## src/rtl/prc_pkg.sv

```systemverilog
package prc_pkg;

   localparam int CRC_W = 16;
   localparam logic [CRC_W-1:0] CRC_POLY = 16'h1021;
   localparam logic [CRC_W-1:0] CRC_SEED = 16'hFFFF;

   localparam logic FLT_MISMATCH = 1'b0;
   localparam logic FLT_EMPTY    = 1'b1;

   typedef enum logic [2:0] {
      ST_IDLE,
      ST_SEND,
      ST_CODE,
      ST_WAIT,
      ST_ESC
   } xfer_state_t;

   // Bitwise CRC step over the low `width` bits of a word, MSB first.
   function automatic logic [CRC_W-1:0] crc_update(input logic [CRC_W-1:0] crc_in,
                                                    input logic [63:0] word,
                                                    input int width);
      logic [CRC_W-1:0] c;
      logic fb;
      c = crc_in;
      for (int i = 63; i >= 0; i--) begin
         if (i < width) begin
            fb = c[CRC_W-1] ^ word[i];
            c  = {c[CRC_W-2:0], 1'b0} ^ (fb ? CRC_POLY : '0);
         end
      end
      return c;
   endfunction

endpackage

```

## src/rtl/prc_pkt_buf.sv

```systemverilog
module prc_pkt_buf #(
   parameter int DATA_W = 16,
   parameter int DEPTH  = 8,
   localparam int CNT_W = $clog2(DEPTH + 1),
   localparam int IDX_W = (DEPTH > 1) ? $clog2(DEPTH) : 1
) (
   input  logic              clk,
   input  logic              rst_n,
   input  logic              clr,
   input  logic              wr_en,
   input  logic [DATA_W-1:0] wr_data,
   input  logic [IDX_W-1:0]  rd_idx,
   output logic [DATA_W-1:0] rd_data,
   output logic [CNT_W-1:0]  count
);

   if (DEPTH < 1) begin : g_bad_depth
      $error("prc_pkt_buf: DEPTH must be at least 1");
   end

   logic [DATA_W-1:0] mem [DEPTH];

   always_ff @(posedge clk) begin
      if (wr_en && !clr) begin
         mem[count[IDX_W-1:0]] <= wr_data;
      end
   end

   always_ff @(posedge clk or negedge rst_n) begin
      if (!rst_n) begin
         count <= '0;
      end else if (clr) begin
         count <= '0;
      end else if (wr_en) begin
         count <= count + 1'b1;
      end
   end

   assign rd_data = mem[rd_idx];

   // a packet never holds more words than the replay store.
   assert_buf_room_R1: assert property (@(posedge clk) disable iff (!rst_n)
      wr_en |-> (count < CNT_W'(DEPTH)));

endmodule

```

## src/rtl/prc_err_log.sv

```systemverilog
module prc_err_log #(
   parameter int ENTRY_W = 4,
   parameter int DEPTH   = 2,
   localparam int PTR_W  = (DEPTH > 1) ? $clog2(DEPTH) : 1
) (
   input  logic               clk,
   input  logic               rst_n,
   input  logic               push,
   input  logic [ENTRY_W-1:0] push_data,
   input  logic               pop,
   output logic               out_valid,
   output logic [ENTRY_W-1:0] out_data,
   output logic               ovf
);

   if (DEPTH < 2 || (DEPTH & (DEPTH - 1)) != 0) begin : g_bad_depth
      $error("prc_err_log: DEPTH must be a power of two, at least 2");
   end

   logic [ENTRY_W-1:0] mem [DEPTH];
   logic [PTR_W-1:0]   wr_ptr, rd_ptr;
   logic [PTR_W:0]     fill;
   logic               full, do_pop, do_push;

   assign full      = (fill == (PTR_W+1)'(DEPTH));
   assign out_valid = (fill != '0);
   assign out_data  = mem[rd_ptr];
   assign do_pop    = pop && out_valid;
   assign do_push   = push && (!full || do_pop);

   always_ff @(posedge clk) begin
      if (do_push) begin
         mem[wr_ptr] <= push_data;
      end
   end

   always_ff @(posedge clk or negedge rst_n) begin
      if (!rst_n) begin
         wr_ptr <= '0;
         rd_ptr <= '0;
         fill   <= '0;
         ovf    <= 1'b0;
      end else begin
         if (do_push) wr_ptr <= wr_ptr + 1'b1;
         if (do_pop)  rd_ptr <= rd_ptr + 1'b1;
         case ({do_push, do_pop})
            2'b10:   fill <= fill + 1'b1;
            2'b01:   fill <= fill - 1'b1;
            default: fill <= fill;
         endcase
         if (push && !do_push) ovf <= 1'b1;
      end
   end

   // a push into a full, unpopped log is dropped and flagged.
   assert_no_overflow_R8: assert property (@(posedge clk) disable iff (!rst_n)
      push && full && !pop |=> ovf && full);

   // the overflow flag is sticky.
   assert_ovf_sticky_R8: assert property (@(posedge clk) disable iff (!rst_n)
      ovf |=> ovf);

endmodule

```

## src/rtl/prc_fault_cnt.sv

```systemverilog
module prc_fault_cnt #(
   parameter int N_SRC  = 2,
   parameter int CNT_W  = 3,
   parameter int THRESH = 3,
   localparam int SRC_W = (N_SRC > 1) ? $clog2(N_SRC) : 1
) (
   input  logic                   clk,
   input  logic                   rst_n,
   input  logic                   inc_en,
   input  logic [SRC_W-1:0]       inc_src,
   input  logic [N_SRC-1:0]       clr,
   output logic [N_SRC*CNT_W-1:0] counts,
   output logic [N_SRC-1:0]       over
);

   localparam logic [CNT_W-1:0] CNT_MAX = '1;

   if (THRESH < 0 || THRESH >= (1 << CNT_W) - 1) begin : g_bad_thresh
      $error("prc_fault_cnt: THRESH must lie below the saturation value");
   end

   for (genvar g = 0; g < N_SRC; g++) begin : g_src
      logic [CNT_W-1:0] cnt_q;
      logic             hit;

      assign hit = inc_en && (inc_src == SRC_W'(g));

      always_ff @(posedge clk or negedge rst_n) begin
         if (!rst_n) begin
            cnt_q <= '0;
         end else if (clr[g]) begin
            cnt_q <= '0;
         end else if (hit && cnt_q != CNT_MAX) begin
            cnt_q <= cnt_q + 1'b1;
         end
      end

      assign counts[g*CNT_W +: CNT_W] = cnt_q;
      assign over[g] = (cnt_q > CNT_W'(THRESH));

      // a saturated counter stays saturated until cleared.
      assert_cnt_sat_R9: assert property (@(posedge clk) disable iff (!rst_n)
         cnt_q == CNT_MAX && !clr[g] |=> cnt_q == CNT_MAX);

      // a clear always wins.
      assert_cnt_clr_R10: assert property (@(posedge clk) disable iff (!rst_n)
         clr[g] |=> cnt_q == '0);
   end

endmodule

```

## src/rtl/checked_retry_ctrl.sv

```systemverilog
module checked_retry_ctrl
   import prc_pkg::*;
#(
   parameter int DATA_W    = 16,
   parameter int MAX_WORDS = 8,
   parameter int N_PATH    = 2,
   parameter int LOG_DEPTH = 2,
   parameter int CNT_W     = 3,
   parameter int THRESH    = 3,
   localparam int PATH_W   = (N_PATH > 1) ? $clog2(N_PATH) : 1,
   localparam int LOG_W    = PATH_W + 3
) (
   input  logic                    clk,
   input  logic                    rst_n,
   input  logic                    s_valid,
   output logic                    s_ready,
   input  logic [DATA_W-1:0]       s_data,
   input  logic                    s_last,
   input  logic [PATH_W-1:0]       pri_path,
   output logic                    tx_valid,
   input  logic                    tx_ready,
   output logic [DATA_W-1:0]       tx_data,
   output logic                    tx_last,
   output logic [PATH_W-1:0]       tx_path,
   input  logic                    rx_valid,
   output logic                    rx_ready,
   input  logic [DATA_W-1:0]       rx_data,
   input  logic                    rx_last,
   output logic                    xfer_ok,
   output logic                    esc_req,
   input  logic                    esc_ack,
   output logic                    log_valid,
   output logic [LOG_W-1:0]        log_entry,
   input  logic                    log_pop,
   output logic                    log_ovf,
   input  logic [N_PATH-1:0]       err_clr,
   output logic [N_PATH*CNT_W-1:0] err_cnt,
   output logic [N_PATH-1:0]       reconfig_req
);

   localparam int WCNT_W = $clog2(MAX_WORDS + 1);
   localparam int IDX_W  = (MAX_WORDS > 1) ? $clog2(MAX_WORDS) : 1;

   if (DATA_W < CRC_W || DATA_W > 64) begin : g_bad_width
      $error("checked_retry_ctrl: DATA_W must be between 16 and 64");
   end
   if (N_PATH < 2) begin : g_bad_paths
      $error("checked_retry_ctrl: at least two paths are needed");
   end

   xfer_state_t       state_q;
   logic [CRC_W-1:0]  tx_crc_q, rx_crc_q;
   logic [IDX_W-1:0]  send_idx_q;
   logic [1:0]        attempt_q;
   logic [PATH_W-1:0] path_q, alt_path;
   logic              first_cls_q, rx_seen_q;
   logic [WCNT_W-1:0] buf_count;
   logic [DATA_W-1:0] buf_rd, tx_code, rx_code;
   logic              up_hs, tx_hs, rx_hs, rx_end, resp_good, last_payload;
   logic              fault_cls, buf_clr, log_push, cnt_inc;
   logic [LOG_W-1:0]  log_data;

   // Code word placement: zero-extended when the data word is wider.
   if (DATA_W > CRC_W) begin : g_wide
      assign tx_code = {{(DATA_W-CRC_W){1'b0}}, tx_crc_q};
      assign rx_code = {{(DATA_W-CRC_W){1'b0}}, rx_crc_q};
   end else begin : g_exact
      assign tx_code = tx_crc_q;
      assign rx_code = rx_crc_q;
   end

   assign s_ready  = (state_q == ST_IDLE);
   assign tx_valid = (state_q == ST_SEND) || (state_q == ST_CODE);
   assign tx_last  = (state_q == ST_CODE);
   assign tx_data  = (state_q == ST_CODE) ? tx_code : buf_rd;
   assign tx_path  = path_q;
   assign rx_ready = (state_q == ST_WAIT);
   assign esc_req  = (state_q == ST_ESC);

   assign up_hs        = s_valid && s_ready;
   assign tx_hs        = tx_valid && tx_ready;
   assign rx_hs        = rx_valid && rx_ready;
   assign rx_end       = rx_hs && rx_last;
   assign resp_good    = rx_seen_q && (rx_data == rx_code);
   assign last_payload = (WCNT_W'(send_idx_q) + WCNT_W'(1)) == buf_count;
   assign fault_cls    = rx_seen_q ? FLT_MISMATCH : FLT_EMPTY;
   assign alt_path     = (path_q == PATH_W'(N_PATH - 1)) ? '0 : path_q + 1'b1;

   assign buf_clr  = (rx_end && resp_good) || (esc_req && esc_ack);
   assign log_push = rx_end && resp_good && (attempt_q != 2'd0);
   assign log_data = {path_q, attempt_q, first_cls_q};
   assign cnt_inc  = rx_end && !resp_good;

   always_ff @(posedge clk or negedge rst_n) begin
      if (!rst_n) begin
         state_q     <= ST_IDLE;
         tx_crc_q    <= CRC_SEED;
         rx_crc_q    <= CRC_SEED;
         send_idx_q  <= '0;
         attempt_q   <= '0;
         path_q      <= '0;
         first_cls_q <= FLT_MISMATCH;
         rx_seen_q   <= 1'b0;
         xfer_ok     <= 1'b0;
      end else begin
         xfer_ok <= 1'b0;
         case (state_q)
            ST_IDLE: begin
               if (up_hs) begin
                  tx_crc_q <= crc_update(tx_crc_q, 64'(s_data), DATA_W);
                  if (s_last) begin
                     state_q    <= ST_SEND;
                     path_q     <= pri_path;
                     attempt_q  <= '0;
                     send_idx_q <= '0;
                  end
               end
            end
            ST_SEND: begin
               if (tx_hs) begin
                  if (last_payload) state_q <= ST_CODE;
                  else              send_idx_q <= send_idx_q + 1'b1;
               end
            end
            ST_CODE: begin
               if (tx_hs) begin
                  state_q   <= ST_WAIT;
                  rx_crc_q  <= CRC_SEED;
                  rx_seen_q <= 1'b0;
               end
            end
            ST_WAIT: begin
               if (rx_hs) begin
                  if (!rx_last) begin
                     rx_crc_q  <= crc_update(rx_crc_q, 64'(rx_data), DATA_W);
                     rx_seen_q <= 1'b1;
                  end else if (resp_good) begin
                     xfer_ok  <= 1'b1;
                     state_q  <= ST_IDLE;
                     tx_crc_q <= CRC_SEED;
                  end else begin
                     if (attempt_q == 2'd0) first_cls_q <= fault_cls;
                     send_idx_q <= '0;
                     if (attempt_q == 2'd2) begin
                        state_q <= ST_ESC;
                     end else begin
                        state_q   <= ST_SEND;
                        attempt_q <= attempt_q + 1'b1;
                        if (attempt_q == 2'd1) path_q <= alt_path;
                     end
                  end
               end
            end
            ST_ESC: begin
               if (esc_ack) begin
                  state_q  <= ST_IDLE;
                  tx_crc_q <= CRC_SEED;
               end
            end
            default: state_q <= ST_IDLE;
         endcase
      end
   end

   prc_pkt_buf #(
      .DATA_W (DATA_W),
      .DEPTH  (MAX_WORDS)
   ) u_buf (
      .clk     (clk),
      .rst_n   (rst_n),
      .clr     (buf_clr),
      .wr_en   (up_hs),
      .wr_data (s_data),
      .rd_idx  (send_idx_q),
      .rd_data (buf_rd),
      .count   (buf_count)
   );

   prc_err_log #(
      .ENTRY_W (LOG_W),
      .DEPTH   (LOG_DEPTH)
   ) u_log (
      .clk       (clk),
      .rst_n     (rst_n),
      .push      (log_push),
      .push_data (log_data),
      .pop       (log_pop),
      .out_valid (log_valid),
      .out_data  (log_entry),
      .ovf       (log_ovf)
   );

   prc_fault_cnt #(
      .N_SRC  (N_PATH),
      .CNT_W  (CNT_W),
      .THRESH (THRESH)
   ) u_cnt (
      .clk     (clk),
      .rst_n   (rst_n),
      .inc_en  (cnt_inc),
      .inc_src (path_q),
      .clr     (err_clr),
      .counts  (err_cnt),
      .over    (reconfig_req)
   );

   // a stalled outgoing word holds.
   assert_tx_hold_R11: assert property (@(posedge clk) disable iff (!rst_n)
      tx_valid && !tx_ready |=> tx_valid && $stable(tx_data) && $stable(tx_last) && $stable(tx_path));

   // accepting the last upstream word starts sending on the sampled path.
   assert_start_send_R2: assert property (@(posedge clk) disable iff (!rst_n)
      s_valid && s_ready && s_last |=> !s_ready && tx_valid && tx_path == $past(pri_path));

   // a pass pulse follows the final word of a returning packet.
   assert_ok_after_resp_R3: assert property (@(posedge clk) disable iff (!rst_n)
      xfer_ok |-> $past(rx_valid && rx_ready && rx_last));

   // escalation is held until acknowledged, and starts on a returning packet.
   assert_esc_hold_R6: assert property (@(posedge clk) disable iff (!rst_n)
      esc_req && !esc_ack |=> esc_req && !tx_valid);
   assert_esc_start_R6: assert property (@(posedge clk) disable iff (!rst_n)
      $rose(esc_req) |-> $past(rx_valid && rx_ready && rx_last));

endmodule

```

## config.mk

```make
export PLATFORM = sky130hd
export DESIGN_NAME = checked_retry_ctrl
export DESIGN_NICKNAME = d
export VERILOG_FILES = /design/src/rtl/prc_pkg.sv /design/src/rtl/prc_pkt_buf.sv /design/src/rtl/prc_err_log.sv /design/src/rtl/prc_fault_cnt.sv /design/src/rtl/checked_retry_ctrl.sv
export SDC_FILE = /design/constraint.sdc
export NUM_CORES = 1
export LEC_CHECK = 0
export ABC_AREA = 1
export BUFFER_PORTS_ARGS = -buffer_cell sky130_fd_sc_hd__buf_2
export CORE_AREA = 2 2 168 170
export CTS_CLUSTER_SIZE = 20
export DETAILED_ROUTE_END_ITERATION = 8
export DIE_AREA = 0 0 170 172
export GPL_ROUTABILITY_DRIVEN = 0
export PLACE_DENSITY_LB_ADDON = 0.08
export SETUP_SLACK_MARGIN = 0.02
export SLEW_MARGIN = 10
export SYNTH_ARGS = -nofsm -noshare
export SYNTH_HDL_FRONTEND = slang
export SYNTH_HIERARCHICAL = 1
export SYNTH_SLANG_ARGS = --single-unit
```

## constraint.sdc

```tcl
create_clock -name clk -period 2.6 [get_ports clk]
set_input_delay 0.26 -clock clk [delete_from_list [all_inputs] [get_ports clk]]
set_output_delay 0.26 -clock clk [all_outputs]
set_load 0.01 [all_outputs]
```

==> flow_summary.ini, run 1 <==
[sta]
tightest_slew_ns = 0.693
setup_viol = 0
setup_tns_ns = 0
rsz0062_at_grt = false
fmax_mhz = 404
holdWs_ns = 0.0936
period_share_pct = 95.2
skew_ns = 0.0187
relSlewSlack_pct = 53.7
maxSlewViolCount = 0
hold_viol_final = 0
period_needed_ns = 2.47
finalWorstSetupSlack_ns = 0.126

[logic_synthesis]
synth-seq-cells = 195
synth-edff-count = 136
ys_types = 40
syn_area_per_cell_sq_um = 7.96
ys_seq_area_share_pct = 51.6
syn_area_sq_um = 10900
async_reset_ff_share_pct = 30.3
synthCells = 1363
synth_area_leaders = edfxtp_1, nand2_1, inv_1
synth_nets = 1419
yosys.cell_count.top_type = nand2_1
synthFlopType = edfxtp_1
synth_top_area_share_pct = 37.6
synth-warning-count = 6
synthTopCellsByCount = nand2_1, inv_1, edfxtp_1, nand3_1, nor2_1
yosys.area.top_type = edfxtp_1

[routing]
vias = 8564
detail-route-antenna-nets = 0
drtIter0Drc = 522
drt-total-wl_um = 28500
wl_per_cell_um = 15.4
via_per_inst = 4.63
drt-pass1-iter-count = 5
drc = 0

[cts]
cts_buffers = 17
htreeDepth = 4
cts_tree = done
cts_sinks = 195
clkLatencyLatePin_ns = 0.44
clk_pin_slew_ns = 0.08
clk_path_buf_depth = 2
cts-root-buf = clkbuf_16

[setup_path]
cp_num_cells = 13
critPathArrivalTime_ns = 2.63
critPathBufInv = 3
crit_top_cell = nor2_4
worstPathRequired_ns = 2.76
critical-path-top-delay-family = simple AND/OR/NAND/NOR gates
cp_max_fo = 4
worstPathCellList = xnor2_2 -> nand2_1 -> nor2_1 -> nand2_1 -> nor2_4 -> nand3_2 -> or2_4 -> buf_4 -> nor2_4 -> nand2_2 -> buf_4 -> nor2_4 -> buf_6
r2r_cells = 13
crit_path_top_delay_cell = dfstp_2
critPathMaxStageDelay_ns = 0.58
worst_setup_path_start_kind = flip-flop
worstSetupPathType = reg2reg
end_kind = flip-flop

[power_and_ir_drop]
clockPowerShare_pct = 20.4
ir_drop_mv = 0.424
cellLeakagePower_uw = 0.00648
power_density_nw_per_um2 = 1030
seqPwrFrac_pct = 32.8
sw_frac_of_total_pct = 43.4
power_switching_uw = 5730
pwr-share-comb_pct = 46.8
total_power_uw = 13200
p_int_uw = 7480

[finish]
drive_above_1_share_pct = 17.9
area_delta_synth_final_pct = 17.7
finalNetCount = 1549
stdcell_area_sq_um = 12800
antennaDiodeCount = 0
filler_cell_count = 2710

[worst_hold_path]
whs_path_depth = 2
hold_class = in2reg

[grt]
grt_pass1_vias = 8086
grt_pass1_wl_um = 44400
antenna_found_initial = 0
grt_usage_pct = 19.9
grt_max_degree = 65
overflow = 0

[floorplanning]
initial_core_util_pct = 39.5
rows = 61
die-width_um = 170
dieArea_sq_um = 29200
num_io_pins = 81
die_h_um = 172
core-area_sq_um = 27500

[run]
drv_cap = 0

[placed_design]
post-place-ws_ns = -0.257
placed_area_sq_um = 12000
dp_hpwl_um = 19800
portBuffers = 80

[run_status]
status = finished clean
## power groups by stage
stage / Combinational (uW) / Sequential, uW / Clock [uW]
floorplan: 4310 / 4280 / 0
global placement: 6070 / 4390 / 0
detailed placement: 6090 / 4410 / 0
CTS: 6130 / 4340 / 2760
global route: 7010 / 4400 / 2890
finish: 6190 / 4330 / 2700
## through the flow
stage          instances  util, %
2_1_floorplan       1363        -
3_3_place_gp        1813     43.7
3_5_place_dp        1813     43.7
4_1_cts             1845     45.9
5_1_grt             1851     46.5
6_report            1851     46.5
## path summary, 6_finish.rpt
kind | start | to | slack, ns
max | rx_code[10] | u_log/mem[1][2] | 0.13
min | esc_ack | state_q[2] | 0.09
max reg2reg | rx_code[10] | u_log/mem[1][2] | 0.13
min reg2reg | u_log/wr_ptr | u_log/wr_ptr | 0.48
max in group asynchronous | rst_n | tx_code[10] | 1.53
min in group asynchronous | rst_n | u_log/rd_ptr | 0.36
## sequential cells by signal, indices dropped and copies added, names as in the netlist, 2 cells and up
signal	cells
u_buf/mem	128
rx_code	16
tx_code	16
u_log/mem	8
u_cnt/g_src.cnt_q	6
u_buf/count	4
send_idx_q	3
state_q	3
attempt_q	2
u_log/fill	2
## placed cells by master, fill, tap and decap left out, drive strengths merged
cell         instances
a21boi               2
a21oi                9
a22oi                2
and2                 2
buf                139
bufinv               1
clkbuf              19
clkinv               6
clkinvlp             2
dfrtp               27
dfstp               32
dlygate4sd3          1
edfxtp             136
ha                  12
inv                271
nand2              553
nand3              137
nand3b               8
nand4               13
nor2                50
nor3                 5
o211a                1
o21a                 1
o21ai               29
o21bai               1
o22ai                3
or2                  6
xnor2               17
xor2                20
## final cells by class
| type | instances | area (sq um) | area share [%] |
|---|---|---|---|
| multi-input cells | 871 | 4110 | 32.2 |
| well taps | 346 | 433 | 3.39 |
| clock buffers | 17 | 425 | 3.33 |
| clock inverters | 14 | 165 | 1.29 |
| repair buffers | 142 | 1040 | 8.11 |
| flip-flops and latches | 195 | 5600 | 43.9 |
| inverters | 266 | 1000 | 7.82 |
## kinds of logic after synthesis
logic type / count (synthesis) / share of synthesized area, %
AOI/OAI and AO/OA: 48 / 2.79
xor gates and xnor gates: 37 / 3.06
adders and majority gates: 12 / 1.38
buffers and inverters: 297 / 11.4
DFF: 195 / 51.6
and+or+nand+nor: 774 / 29.8
## layer usage
| layer | GRT usage [%] | share of wire [%] | wire length (um) | vias up |
|---|---|---|---|---|
| met2 | 34.4 | 49 | 13900 | 123 |
| met3 | 2.70 | 2.3 | 668 | 19 |
| met5 | 0 | 0 | 0 | - |
| met1 | 26.6 | 47 | 13500 | 3955 |
| li1 | - | - | - | 4467 |
| met4 | 4.68 | 1.4 | 413 | 0 |
## repair_timing
action                     CTS  global route
hold buffers                 1             0
resized for setup            2            24
pin swaps                    0             8
cloned                       0             2
setup buffers                0             4
hold endpoints to repair    16             0
setup endpoints to repair   67           140
Note: power is estimated with default switching activity, not from simulation.
==> run 2, diff against run 1 <==
==> constraint.sdc (replaced) <==
create_clock -name clk -period 2.6 [get_ports clk]
set_input_delay 0.13 -clock clk [delete_from_list [all_inputs] [get_ports clk]]
set_output_delay 0.13 -clock clk [all_outputs]
set_load 0.01 [all_outputs]
==> flow_summary.ini, run 2 (synthesis results as in run 1) <==
[power_and_ir_drop]
seqPwrFrac_pct = 33.0
p_int_uw = 7450
power_switching_uw = 5700
power_density_nw_per_um2 = 1030
pwr-share-comb_pct = 46.5
cellLeakagePower_uw = 0.00646
ir_drop_mv = 0.410
clockPowerShare_pct = 20.5
sw_frac_of_total_pct = 43.4

[grt]
grt_pass1_vias = 8294
overflow = 0
antenna_found_initial = 0
grt_pass1_wl_um = 44600
grt_usage_pct = 19.9
grt_max_degree = 65

[run_status]
status = finished clean

[sta]
relSlewSlack_pct = 50.3
fmax_mhz = 408
maxSlewViolCount = 0
period_needed_ns = 2.45
rsz0062_at_grt = true
hold_viol_final = 0
skew_ns = 0.0163
tightest_slew_ns = 0.745
setup_viol = 0
period_share_pct = 94.2

[routing]
detail-route-antenna-nets = 0
via_per_inst = 4.65
drt-total-wl_um = 28300
drc = 0
wl_per_cell_um = 15.3
drtIter0Drc = 457
vias = 8608
drt-pass1-iter-count = 5

[floorplanning]
num_io_pins = 81
dieArea_sq_um = 29200
die_h_um = 172
core-area_sq_um = 27500
die-width_um = 170
rows = 61
initial_core_util_pct = 39.5

[finish]
largest_register_ffs = 128
area_delta_synth_final_pct = 17.2
drive_above_1_share_pct = 17.1
seqCellArea_sq_um = 5600
layout_common_cells = nand2_1, inv_1, edfxtp_1, nand3_1, buf_2
final_common_cell = nand2_1
stdcell_area_sq_um = 12700
filler_cell_count = 2751
antennaDiodeCount = 0
multi_input_area_sq_um = 4100
finalNetCount = 1547
largest_register = u_buf/mem
stdcell_count = 1850

[cts]
htreeDepth = 4
cts_tree = done
cts_sinks = 195
clk_path_buf_depth = 2
cts_buffers = 17
clk_pin_slew_ns = 0.08
clkLatencyLatePin_ns = 0.43
cts-root-buf = clkbuf_16

[placed_design]
placed_area_sq_um = 12000
dp_cells = 1813
portBuffers = 80
dp_hpwl_um = 20100

[worst_hold_path]
hold_class = in2reg

[setup_path]
critical-path-top-delay-family = simple AND/OR/NAND/NOR gates
critPathBufInv = 5
worstPathCellList = inv_1 -> nand2_1 -> nand2_1 -> inv_1 -> nand2_1 -> nor2_2 -> nand2_2 -> nor2_4 -> nand3_2 -> or2_4 -> buf_4 -> nor2_4 -> nand2_2 -> buf_4 -> nor2_1 -> buf_4
worstSetupPathType = reg2reg
critPathMaxStageDelay_ns = 0.54
end_kind = flip-flop
cp_max_fo = 4
worstPathRequired_ns = 2.75
critPathArrivalTime_ns = 2.60
crit_path_top_delay_cell = dfstp_2
worst_setup_path_start_kind = flip-flop

[run]
drv_cap = 0
run 2: cell count changes in the layout (fill, tap and decap cells not counted), moves of 2 or more:
cell and delta:
nand2_2 -2, nand2_1 +3, inv_1 +5, dlygate4sd3_1 +2
inv_2 -5, nand2_4 -2
run 2: path summary, 6_finish.rpt:
path | startpoint | to | slack (ns) | cells past startpoint
hold reg to reg | rx_seen_q | first_cls_q | 0.47 | 1
setup / recovery | rx_code[1] | u_log/mem[1][1] | 0.15 | 16
hold / removal | err_clr[0] | u_cnt/g_src[0].cnt_q[2] | 0.02 | 4
setup reg to reg | rx_code[1] | u_log/mem[1][1] | 0.15 | 16
min in group asynchronous | rst_n | u_log/ovf | 0.29 | 2
max in group asynchronous | rst_n | tx_code[10] | 1.49 | 3
run 2: final cells by class:
type                       instances  share of cell area, %
sequential                       195                   44.0
clock inverter                    14                   1.29
multi-input combinational        871                   32.3
inverter                         266                   7.86
tap                              346                   3.40
clock buffer                      18                   3.37
timing repair buffer             140                   7.80
run 2: through the flow:
step | util (%) | TNS [ns] | hold WS (ns) | total power [uW] | setup WS, ns
after floorplan | - | -0.167 | -0.166 | 8600 | -0.00261
after CTS | 46.0 | 0 | 0.00677 | 13300 | 0.0167
after detailed placement | 43.7 | -2.36 | 0.249 | 10500 | -0.137
after global routing | 46.3 | 0 | 0.0298 | 14200 | 0.0106
final | 46.3 | 0 | 0.0248 | 13100 | 0.150
after global placement | 43.7 | -1.43 | 0.254 | 10500 | -0.0922
run 2: layer usage:
layer	track usage [%]	share of wire, %	vias up
li1	-	-	4462
met1	26.2	47	3973
met2	34.6	49	145
met3	2.77	3.2	28
met4	5.24	1.4	0
met5	0	0	-
run 2: what timing repair did:
action,4_1_cts,5_1_grt
pin swaps,0,5
resized for setup,3,12
hold buffers,3,0
endpoints found under the hold margin,22,0
setup buffers,0,1
endpoints found under the setup margin,81,138
cloned,0,1
run 2: tightest hold or removal path: stages:
cell and delay (ns):
buf_2 0.07, inv_1 0.08, nand4_1 0.10, nand2_1 0.04
run 2: power by group through the flow:
stage | registers, uW | clock network [uW] | logic, uW
CTS | 4330 | 2770 | 6160
global placement | 4380 | 0 | 6100
finish | 4330 | 2690 | 6120
global route | 4400 | 2890 | 6960
detailed placement | 4390 | 0 | 6110
floorplan | 4280 | 0 | 4310
==> run 3, diff against run 2 <==
--- a/config.mk
+++ b/config.mk
@@ -13,6 +13,7 @@
 export DIE_AREA = 0 0 170 172
 export GPL_ROUTABILITY_DRIVEN = 0
 export PLACE_DENSITY_LB_ADDON = 0.08
+export REMOVE_ABC_BUFFERS = 1
 export SETUP_SLACK_MARGIN = 0.02
 export SLEW_MARGIN = 10
 export SYNTH_ARGS = -nofsm -noshare
==> flow_summary.ini, run 3 (synthesis results as in run 1) <==
[finish]
area_delta_synth_final_pct = 16.7
largest_register_ffs = 128
drive_above_1_share_pct = 17.0
largest_register = u_buf/mem
antennaDiodeCount = 0
final_core_util_pct = 46.1
layout_common_cells = nand2_1, inv_1, edfxtp_1, nand3_1, buf_2
finalNetCount = 1540
final_common_cell = nand2_1

[sta]
fmax_mhz = 412
tightest_slew_ns = 0.813
relSlewSlack_pct = 45.3
setup_viol = 0
period_needed_ns = 2.42
maxSlewViolCount = 0
skew_ns = 0.0194
finalWorstSetupSlack_ns = 0.176
rsz0062_at_grt = false
hold_viol_final = 0
period_share_pct = 93.2

[cts]
htreeDepth = 4
clk_path_buf_depth = 2
cts-root-buf = clkbuf_16
cts_tree = done
clkLatencyLatePin_ns = 0.43
cts_buffers = 17
cts_sinks = 195
clk_pin_slew_ns = 0.08

[setup_path]
crit_top_cell = nand2_1
cp_max_fo = 4
critPathBufInv = 4
critical-path-top-delay-family = simple AND/OR/NAND/NOR gates
critPathArrivalTime_ns = 2.57
worstSetupPathType = reg2reg
crit_path_top_delay_cell = dfstp_2
critPathMaxStageDelay_ns = 0.53
end_kind = flip-flop
worstPathRequired_ns = 2.75
worstPathCellList = buf_4 -> nand2_1 -> nand2_1 -> nand2_1 -> nor2_1 -> nand2_1 -> nor2_2 -> nand3_2 -> or2_4 -> buf_4 -> nor2_4 -> buf_4 -> nand3_1 -> inv_2
worst_setup_path_start_kind = flip-flop

[grt]
grt_pass1_vias = 8266
antenna_found_initial = 0
grt_pass1_wl_um = 43900
grt_usage_pct = 19.7
grt_max_degree = 65
overflow = 0

[floorplanning]
die_h_um = 172
num_io_pins = 81
initial_core_util_pct = 39.5
rows = 61
die-width_um = 170
core-area_sq_um = 27500
dieArea_sq_um = 29200

[routing]
drt-pass1-iter-count = 6
drtIter0Drc = 497
detail-route-antenna-nets = 0
drt-total-wl_um = 28000
met1_length_um = 13000
met2_length_um = 13700
vias = 8642
via_per_inst = 4.69
wl_per_cell_um = 15.2
highest_layer = met4
routed-wl-met3_um = 894
drc = 0

[worst_hold_path]
hold_class = in2reg

[placed_design]
post-place-ws_ns = -0.214
dp_hpwl_um = 20500
portBuffers = 80

[power_and_ir_drop]
power_density_nw_per_um2 = 1050
total_power_uw = 13200
cellLeakagePower_uw = 0.00643
ir_drop_mv = 0.450

[run]
drv_cap = 0

[run_status]
status = finished clean
==> run 3: cell count changes in the layout (fill, tap and decap cells not counted), moves of 3 or more <==
| cell | change |
|---|---|
| buf_12 | -3 |
| inv_2 | +3 |
| buf_4 | -3 |
| clkinvlp_4 | -3 |
| nor2_4 | +5 |
| nor2_2 | -4 |
| nand2_4 | +3 |
| inv_1 | -3 |
==> run 3: cell type report <==
| cell class | count | area (sq um) |
|---|---|---|
| repair buffers | 133 | 885 |
| multi-input cells | 871 | 4140 |
| clock buffers | 17 | 425 |
| inverters | 266 | 1000 |
| clock inverters | 14 | 186 |
| flip-flops and latches | 195 | 5600 |
| fillers | 2776 | 14800 |
| well taps | 346 | 433 |
==> run 3: worst min-delay path: cells and delay by family <==
| family | cells | cell delay (ns) |
|---|---|---|
| buffers and inverters | 2 | 0.16 |
| and+or+nand+nor | 2 | 0.14 |
==> run 3: routing by layer <==
layer | vias to the layer above | global-route usage [%]
li1 | 4459 | -
met1 | 4019 | 25.5
met2 | 142 | 34.8
met4 | 0 | 4.98
met3 | 22 | 3.04
met5 | - | 0
==> run 3: worst paths after layout <==
path / endpoint / slack [ns] / startpoint / cells after the start
setup / recovery: u_log/mem[0][1] / 0.18 / rx_code[11] / 14
hold / removal: u_cnt/g_src[1].cnt_q[0] / 0.03 / err_clr[1] / 4
setup reg to reg: u_log/mem[0][1] / 0.18 / rx_code[11] / 14
hold reg to reg: first_cls_q / 0.47 / rx_seen_q / 1
max in group asynchronous: tx_code[0] / 1.65 / rst_n / 3
min in group asynchronous: u_cnt/g_src[0].cnt_q[2] / 0.20 / rst_n / 2
==> run 3: where the power goes <==
part | switching, uW | leakage, uW | internal [uW]
Combinational | 4050 | 0.00421 | 2120
Sequential | 383 | 0.00192 | 3960
Clock | 1330 | 0.000299 | 1400
Total | 5760 | 0.00643 | 7470
==> run 3: per-stage QoR <==
stage	area [sq um]	setup TNS, ns	hold slack (ns)	cells
after floorplan	10600	-3.08	-0.166	1332
after global placement	11800	-14.91	0.127	1804
after detailed placement	11800	-20.82	0.126	1804
after CTS	12500	-16.78	0.0170	1838
after global routing	12700	0	0.0360	1842
final	12700	0	0.0338	1842
==> run 3: timing repair <==
| action | in CTS | in global routing |
|---|---|---|
| setup buffers | 0 | 4 |
| resized for setup | 6 | 20 |
| pin swaps | 0 | 9 |
| endpoints found under the setup margin | 137 | 152 |
| hold buffers | 3 | 0 |
| hold endpoints to repair | 12 | 0 |
